**config.mk**
```make
export PLATFORM = sky130hd
export DESIGN_NAME = pixel_lane_serializer
export DESIGN_NICKNAME = d
export VERILOG_FILES = /design/src/rtl/pxs_pkg.sv /design/src/rtl/pxs_slot_counter.sv /design/src/rtl/pxs_lane_mapper.sv /design/src/rtl/pxs_lane_shifter.sv /design/src/rtl/pixel_lane_serializer.sv
export SDC_FILE = /design/constraint.sdc
export NUM_CORES = 1
export LEC_CHECK = 0
export BUFFER_PORTS_ARGS = -buffer_cell sky130_fd_sc_hd__buf_4
export CORE_MARGIN = 3
export CORE_UTILIZATION = 25
export CTS_CLUSTER_DIAMETER = 200
export DETAILED_ROUTE_END_ITERATION = 6
export SLEW_MARGIN = 10
export SYNTH_ARGS = -nofsm -noshare
export SYNTH_HDL_FRONTEND = slang
export SYNTH_SLANG_ARGS = --single-unit
```
**constraint.sdc**
```tcl
create_clock -name clk -period 3.67 [get_ports clk]
set_clock_uncertainty 0.1 [all_clocks]
set_input_delay 0.734 -clock clk [delete_from_list [all_inputs] [get_ports clk]]
set_output_delay 0.734 -clock clk [all_outputs]
set_load 0.03 [all_outputs]
```
**src/rtl/pxs_pkg.sv**
```systemverilog
// Package: shared constants and types for the pixel-to-lane serializer.
// Assumes seven slots per pixel and 8-bit colour components.
package pxs_pkg;
    localparam int PXS_SLOTS  = 7;
    localparam int PXS_LANES  = 4;
    localparam int PXS_CW     = 8;
    localparam int PXS_NARROW = 6;
    localparam int PXS_IDX_W  = $clog2(PXS_SLOTS);

    typedef enum logic [1:0] {
        MAP_NARROW   = 2'b00,
        MAP_WIDE_HI  = 2'b01,
        MAP_WIDE_LO  = 2'b10,
        MAP_NARROW_X = 2'b11
    } map_e;

    typedef struct packed {
        logic [PXS_CW-1:0] r;
        logic [PXS_CW-1:0] g;
        logic [PXS_CW-1:0] b;
        logic              hs;
        logic              vs;
        logic              de;
    } pixel_t;

    typedef logic [PXS_LANES-1:0][PXS_SLOTS-1:0] lane_words_t;
endpackage

```
**src/rtl/pxs_slot_counter.sv**
```systemverilog
// Slot counter: tracks the current slot within a pixel period.
// Assumes slot_ce marks every slot. The count wraps from SLOTS-1 to 0.
module pxs_slot_counter #(
    parameter int SLOTS = 7,
    localparam int IW   = $clog2(SLOTS)
) (
    input  logic          clk,
    input  logic          rst_n,
    input  logic          slot_ce,
    output logic [IW-1:0] slot_idx,
    output logic          last_slot
);
    localparam logic [IW-1:0] LAST = IW'(SLOTS - 1);

    assign last_slot = (slot_idx == LAST);

    // Advance the slot position on each enable, wrapping at the period end.
    always_ff @(posedge clk) begin
        if (!rst_n) begin
            slot_idx <= '0;
        end else if (slot_ce) begin
            slot_idx <= last_slot ? '0 : slot_idx + IW'(1);
        end
    end
endmodule

```
**src/rtl/pxs_lane_mapper.sv**
```systemverilog
// Lane mapper: arranges one pixel into per-lane slot words (bit k = slot k).
// Purely combinational. Assumes the package's seven-slot, 8-bit layout.
module pxs_lane_mapper
    import pxs_pkg::*;
(
    input  pixel_t      pix,
    input  logic [1:0]  mode,
    output lane_words_t words,
    output logic        wide
);
    localparam logic CTL3_LEVEL = 1'b0;

    map_e              mode_e;
    logic [PXS_NARROW-1:0] r6, g6, b6;

    assign mode_e = map_e'(mode);

    // Choose the six colour bits that lanes 0..2 carry for the mode.
    always_comb begin
        if (mode_e == MAP_WIDE_LO) begin
            r6 = pix.r[PXS_NARROW-1:0];
            g6 = pix.g[PXS_NARROW-1:0];
            b6 = pix.b[PXS_NARROW-1:0];
        end else begin
            r6 = pix.r[PXS_CW-1:PXS_CW-PXS_NARROW];
            g6 = pix.g[PXS_CW-1:PXS_CW-PXS_NARROW];
            b6 = pix.b[PXS_CW-1:PXS_CW-PXS_NARROW];
        end
    end

    // Place colour and control bits into slot positions, one word per lane.
    always_comb begin
        words[0] = {r6[0], r6[1], r6[2], r6[3], r6[4], r6[5], g6[0]};
        words[1] = {g6[1], g6[2], g6[3], g6[4], g6[5], b6[0], b6[1]};
        words[2] = {b6[2], b6[3], b6[4], b6[5], pix.hs, pix.vs, pix.de};
        unique case (mode_e)
            MAP_WIDE_HI: words[3] = {pix.r[0], pix.r[1], pix.g[0], pix.g[1],
                                     pix.b[0], pix.b[1], CTL3_LEVEL};
            MAP_WIDE_LO: words[3] = {pix.r[6], pix.r[7], pix.g[6], pix.g[7],
                                     pix.b[6], pix.b[7], CTL3_LEVEL};
            default:     words[3] = '0;
        endcase
    end

    // Flag the modes that drive the fourth lane.
    assign wide = (mode_e == MAP_WIDE_HI) || (mode_e == MAP_WIDE_LO);
endmodule

```
**src/rtl/pxs_lane_shifter.sv**
```systemverilog
// Lane shifter: holds one lane word and presents it LSB first, one slot per shift.
// Assumes load and shift never coincide. Reset clears the lane to 0.
module pxs_lane_shifter #(
    parameter int SLOTS = 7
) (
    input  logic             clk,
    input  logic             rst_n,
    input  logic             load,
    input  logic             shift,
    input  logic [SLOTS-1:0] word,
    output logic             bit_o
);
    logic [SLOTS-1:0] sh_q;

    // Load a fresh word at the boundary, otherwise move to the next slot.
    always_ff @(posedge clk) begin
        if (!rst_n) begin
            sh_q <= '0;
        end else if (load) begin
            sh_q <= word;
        end else if (shift) begin
            sh_q <= {1'b0, sh_q[SLOTS-1:1]};
        end
    end

    assign bit_o = sh_q[0];
endmodule

```
**src/rtl/pixel_lane_serializer.sv**
```systemverilog
// Top: serializes one pixel per period onto four data lanes and a clock lane.
// It captures the pixel and mapping on the slot 6 enable and sends them in the
// next period. Assumes slot_ce comes from a slot-rate source in the clk domain.
module pixel_lane_serializer
    import pxs_pkg::*;
(
    input  logic                 clk,
    input  logic                 rst_n,
    input  logic                 slot_ce,
    input  logic [1:0]           map_sel,
    input  logic [PXS_CW-1:0]    pix_r,
    input  logic [PXS_CW-1:0]    pix_g,
    input  logic [PXS_CW-1:0]    pix_b,
    input  logic                 pix_hs,
    input  logic                 pix_vs,
    input  logic                 pix_de,
    output logic [PXS_LANES-1:0] lane_dat,
    output logic                 lane_clk,
    output logic                 lane3_en
);
    localparam logic [PXS_IDX_W-1:0] CLK_LOW_FIRST = PXS_IDX_W'(2);
    localparam logic [PXS_IDX_W-1:0] CLK_LOW_LAST  = PXS_IDX_W'(PXS_SLOTS - 3);

    logic [PXS_IDX_W-1:0] slot_idx;
    logic                 last_slot;
    logic                 load_en;
    logic                 shift_en;
    pixel_t               pix_in;
    lane_words_t          words;
    logic                 wide;

    pxs_slot_counter #(.SLOTS(PXS_SLOTS)) u_cnt (
        .clk      (clk),
        .rst_n    (rst_n),
        .slot_ce  (slot_ce),
        .slot_idx (slot_idx),
        .last_slot(last_slot)
    );

    assign pix_in   = '{r: pix_r, g: pix_g, b: pix_b, hs: pix_hs, vs: pix_vs, de: pix_de};
    assign load_en  = slot_ce && last_slot;
    assign shift_en = slot_ce && !last_slot;

    pxs_lane_mapper u_map (
        .pix  (pix_in),
        .mode (map_sel),
        .words(words),
        .wide (wide)
    );

    for (genvar ln = 0; ln < PXS_LANES; ln++) begin : g_lane
        pxs_lane_shifter #(.SLOTS(PXS_SLOTS)) u_sh (
            .clk  (clk),
            .rst_n(rst_n),
            .load (load_en),
            .shift(shift_en),
            .word (words[ln]),
            .bit_o(lane_dat[ln])
        );
    end

    // Latch the fourth-lane enable with the pixel at the boundary.
    always_ff @(posedge clk) begin
        if (!rst_n) begin
            lane3_en <= 1'b0;
        end else if (load_en) begin
            lane3_en <= wide;
        end
    end

    // Clock lane: low for the middle three slots, high elsewhere.
    assign lane_clk = !((slot_idx >= CLK_LOW_FIRST) && (slot_idx <= CLK_LOW_LAST));
endmodule

```
Word level (Yosys, flattened, before mapping):

Index checks and enable logic that the tools add are counted.

* eq/ne operators: 3
* add/subtract/negate cells: 1
* $lt $le $gt $ge: 2
* reductions and logical operators: 7
* muxes and demuxes: 13

Operators by type and width (number)
* two-way mux 7 bit: 8
* two-way mux 6 bit: 3
* one-hot mux 7 bit (2 select lines): 1
* adder 3 x 1 -> 3 bit (second input constant): 1
* == test 3 bit (second input constant): 1
* greater-or-equal comparator 3 x 2 -> 1 bit (second input constant): 1
* <= comparator 3 bit (second input constant): 1
* logical AND 1 bit: 3
* two-way mux 3 bit: 1
* == test 2 x 1 -> 1 bit (second input constant): 1
* == test 2 bit (second input constant): 1
* zero test 1 bit: 2
* nonzero test 2 bit: 1
* logical OR 1 bit: 1

* input port bits: 32
* register bits after elaboration: 32

Longest topological paths before layout:

* depth after elaboration: 5
* depth in mapped cells: 7
* mapped depth without buffers: 5

By module:

Synthesis repeated with hierarchy kept, for this count alone.

* cell total of the unflattened synthesis: 187
* area, all modules: 2057.0 sq um

Modules (own cells, without submodules)
* pxs_lane_shifter: area an instance 364.1 sq um, times used 4, sequential area each 140.1 sq um, cells an instance 30
* pxs_lane_mapper: area an instance 404.1 sq um, times used 1, sequential area each 0.0 sq um, cells an instance 44
* pxs_slot_counter: area an instance 128.9 sq um, times used 1, sequential area each 60.1 sq um, cells an instance 15
* pixel_lane_serializer: area an instance 67.6 sq um, times used 1, sequential area each 20.0 sq um, cells an instance 8

Worst setup path before layout:

No wires, ideal clock.

* kind: in2reg
* start: input port map_sel[0]
* end: register g_lane[1].u_sh.sh_q[4]
* buffers on the path: 2
* setup time: 0.115 ns
* stages on the path: 7
* arrival time: 1.788 ns
* required time: 3.455 ns
* path slack: 1.667 ns
* path through: inv_1 > ha_1 > buf_2 > buf_2 > mux2i_1 > o22ai_2 > o21a_1

* word-level cells in the longest chain between the ends: 3

Ends and longest elaborated chain
* start: declaration: line pixel_lane_serializer.sv:10 `input logic [1:0] map_sel,`
* == test 2 bit: line pxs_lane_mapper.sv:20 `if (mode_e == MAP_WIDE_LO) begin`
* two-way mux 6 bit: line pxs_lane_mapper.sv:20
* two-way mux 7 bit: line pxs_lane_shifter.sv:19 `end else if (load) begin`
* end signal: assignment: line pxs_lane_shifter.sv:20 `sh_q <= word;`
* end signal: assignment: line pxs_lane_shifter.sv:22 `sh_q <= {1'b0, sh_q[SLOTS-1:1]};`
* end: declaration: line pxs_lane_shifter.sv:13 `logic [SLOTS-1:0] sh_q;`

Every way passes these cells.
A chain may end at the register's enable or synchronous reset.

Worst setup path in the final report:

* start: input port map_sel[0]
* end: register g_lane[2].u_sh.sh_q[5]

* word-level cells in the longest chain between the ends: 3

Ends and longest elaborated chain (line)
* == test 2 bit: pxs_lane_mapper.sv:20
* two-way mux 6 bit: pxs_lane_mapper.sv:20
* two-way mux 7 bit: pxs_lane_shifter.sv:19
* end signal: assignment: pxs_lane_shifter.sv:20
* end signal: assignment: pxs_lane_shifter.sv:22
* end: declaration: pxs_lane_shifter.sv:13

Every way passes these cells.

==> reports/metrics.cfg <==
[status]
outcome = finished, final reports clean

[clock_tree]
htree_levels = 2
post_cts_buffers = 0
ctsHoldBuffers = 0
root_buffer = clkbuf_8
cts_resized = 0
clk_latency_ns = 0.27
cts_made_buffers = 5
cts.sinks = 32
clk_pin_slew_ns = 0.06
cts_tree = built
clk_path_buf_depth = 2

[hold_path]
hold_path_class = reg -> reg
min_from = g_lane[2].u_sh.sh_q[1]
holdPathStages = 2
hold_path_end = g_lane[2].u_sh.sh_q[0]

[timing]
fin_crit_ns = 2.076
layout_setup_ws_ns = 1.594
finalSetupViolCount = 0
tightestPinTransition_ns = 0.7599
rsz0062_at_grt = no
fin_setup_tns_ns = 0
slew_headroom_pct = 49.34
timing.fmax_ghz = 0.4816
slew_viol_final = 0
hold_viol = 0
timing.final.crit_share_pct = 56.57

[floorplanning]
num_rows = 30
die_area_um2 = 8240
die_h_um = 90.78
io_pins = 38
start_util_pct = 26.16
die_w_um = 90.78
core_area_um2 = 6869

[grt]
grt_antenna_before_repair = 0
track_usage_pct = 9.922
overflow = 0
grt_pass1_vias = 1359
grt_start_max_net_pins = 56
grt_pass1_wl_mm = 6.665

[synth]
synth_compound_area_share_pct = 25.84
synthCells = 203
synth_fa_ha_area_share_pct = 2.089
synth_xor_area_share_pct = 0
ys_seq_area_share_pct = 35.65
ys_ff_latch = 32
synth_fp_nets = 238
synthMuxAreaShare_pct = 11.28
synth_cell_types = 31
yosys_warnings = 0
synth_top_family_by_area = compound AO/OA/AOI/OAI gates
syn_avg_cell_area_um2 = 8.851
syn_area_um2 = 1797
synth_simple_gate_area_share_pct = 13.51

[routing]
via_per_inst = 4.620
detail_route.first_pass.iterations = 5
wl_mm = 4.118
wl_per_cell_um = 12.83
num_vias = 1483
drc_errors = 0
drt_iter0_drc = 87
ant_nets = 0

[finish]
fin_nets = 260
area_growth_pct = 19.43
drive_gt1_share_pct = 21.78
n_antenna_cell = 0
final_common_cell = buf_4
mostFrequentLayoutCells = 38 x buf_4, 32 x dfxtp_1, 20 x inv_1

[setup_path]
worstSetupPathType = in -> reg
crit_required_ns = 3.74
worstPathMaxFanout = 15
r2r_slack_ns = 2.00
r2r_cells = 4
r2r_end = g_lane[3].u_sh.sh_q[4]
r2r-start = u_cnt.slot_idx[0]
crit_start = map_sel[0]
worstPathArrival_ns = 2.14
cp-end-kind = register
startpoint_type = input port

[placed_design]
place_hpwl_mm = 2.857
place.gp.congestion = 0.7521
dp_slack_ns = 1.313
portBuffers = 37

[run]
max_cap_viol_count = 0

[power]
ir_worst_vdd_uv = 104.4
power_density_nw_per_um2 = 330.0
p_leak_nw = 0.9113

[routing by layer]
metal / global-route usage (%) / vias to the layer above / share of wire (%)
li1: - / 768 / -
met1: 13.12 / 681 / 51
met2: 15.19 / 28 / 42
met3: 3.917 / 6 / 5.9
met4: 2.261 / 0 / 0.87
met5: 0 / - / 0
[area by class of cell]
| class | instances | area (µm²) |
|---|---|---|
| fill | 716 | 4723 |
| sequential | 32 | 640.6 |
| inverter | 20 | 75.07 |
| clock inverter | 1 | 5.005 |
| multi-input combinational | 128 | 947.2 |
| clock buffer | 6 | 72.57 |
| tap | 96 | 120.1 |
| timing repair buffer | 38 | 285.3 |
[how the worst max path moves through the flow]
stage                                   to
global route        g_lane[3].u_sh.sh_q[6]
finish              g_lane[2].u_sh.sh_q[5]
CTS                 g_lane[2].u_sh.sh_q[5]
global placement    g_lane[2].u_sh.sh_q[5]
floorplan           g_lane[1].u_sh.sh_q[4]
detailed placement  g_lane[1].u_sh.sh_q[4]
[Yosys cell counts (all sizes together)]
cell / instances / share of area, %
mux2i: 18 / 10
dfxtp: 32 / 36
o21a: 19 / 7.9
nor2: 2 / 0.42
a21boi: 3 / 1.3
nand3: 2 / 0.56
nand2: 10 / 2.1
a22oi: 6 / 2.5
a311oi: 1 / 0.84
o32ai: 1 / 0.49
buf: 17 / 6.2
and3: 15 / 5.2
and2: 4 / 1.4
inv: 20 / 4.2
clkbuf: 6 / 1.3
mux2: 2 / 1.3
and4b: 1 / 0.56
a31oi: 2 / 0.70
nand2b: 1 / 0.35
nand3b: 3 / 1.3
o211a: 6 / 3.3
o22ai: 17 / 6.3
ha: 3 / 2.1
nand4b: 2 / 1.3
nand4: 1 / 0.35
o21ai: 9 / 2.5
[stage by stage]
step | std cells | cell area [µm²] | util (%) | hold slack [ns] | total power, mW
2_1_floorplan | 203 | 1797 | - | 0.3453 | 0.4253
3_5_place_dp | 314 | 2068 | 30.11 | 0.3620 | 0.4677
3_3_place_gp | 314 | 2068 | 30.11 | 0.3550 | 0.4673
4_1_cts | 321 | 2146 | 31.24 | 0.3731 | 0.7162
6_report | 321 | 2146 | 31.24 | 0.3712 | 0.7080
5_1_grt | 321 | 2146 | 31.24 | 0.3967 | 0.7391
[flip-flops by register name, indices dropped and copies added, names as in the netlist]
name / count
g_lane.u_sh.sh_q: 28
lane3_en: 1
u_cnt.slot_idx: 3
[power breakdown]
group	internal (mW)	switching [mW]	total, mW
Sequential	0.355	0.00608	0.361
Combinational	0.0495	0.0498	0.0993
Clock	0.129	0.119	0.248
Total	0.533	0.175	0.708
[worst max-delay path, cell delays in order]
cell and delay, ns:
buf_4 0.11, inv_1 0.07, ha_1 0.65, mux2i_1 0.29
o22ai_1 0.09, o21a_1 0.20
[cells by family (layout without fill, tap and decap cells)]
family | after synthesis | count (layout)
buf+inv | 43 | 65
mux | 20 | 20
simple gates | 41 | 41
flops | 32 | 32
fa+ha+maj | 3 | 3
compound gates | 64 | 64
(Power assumes the default switching activity.)
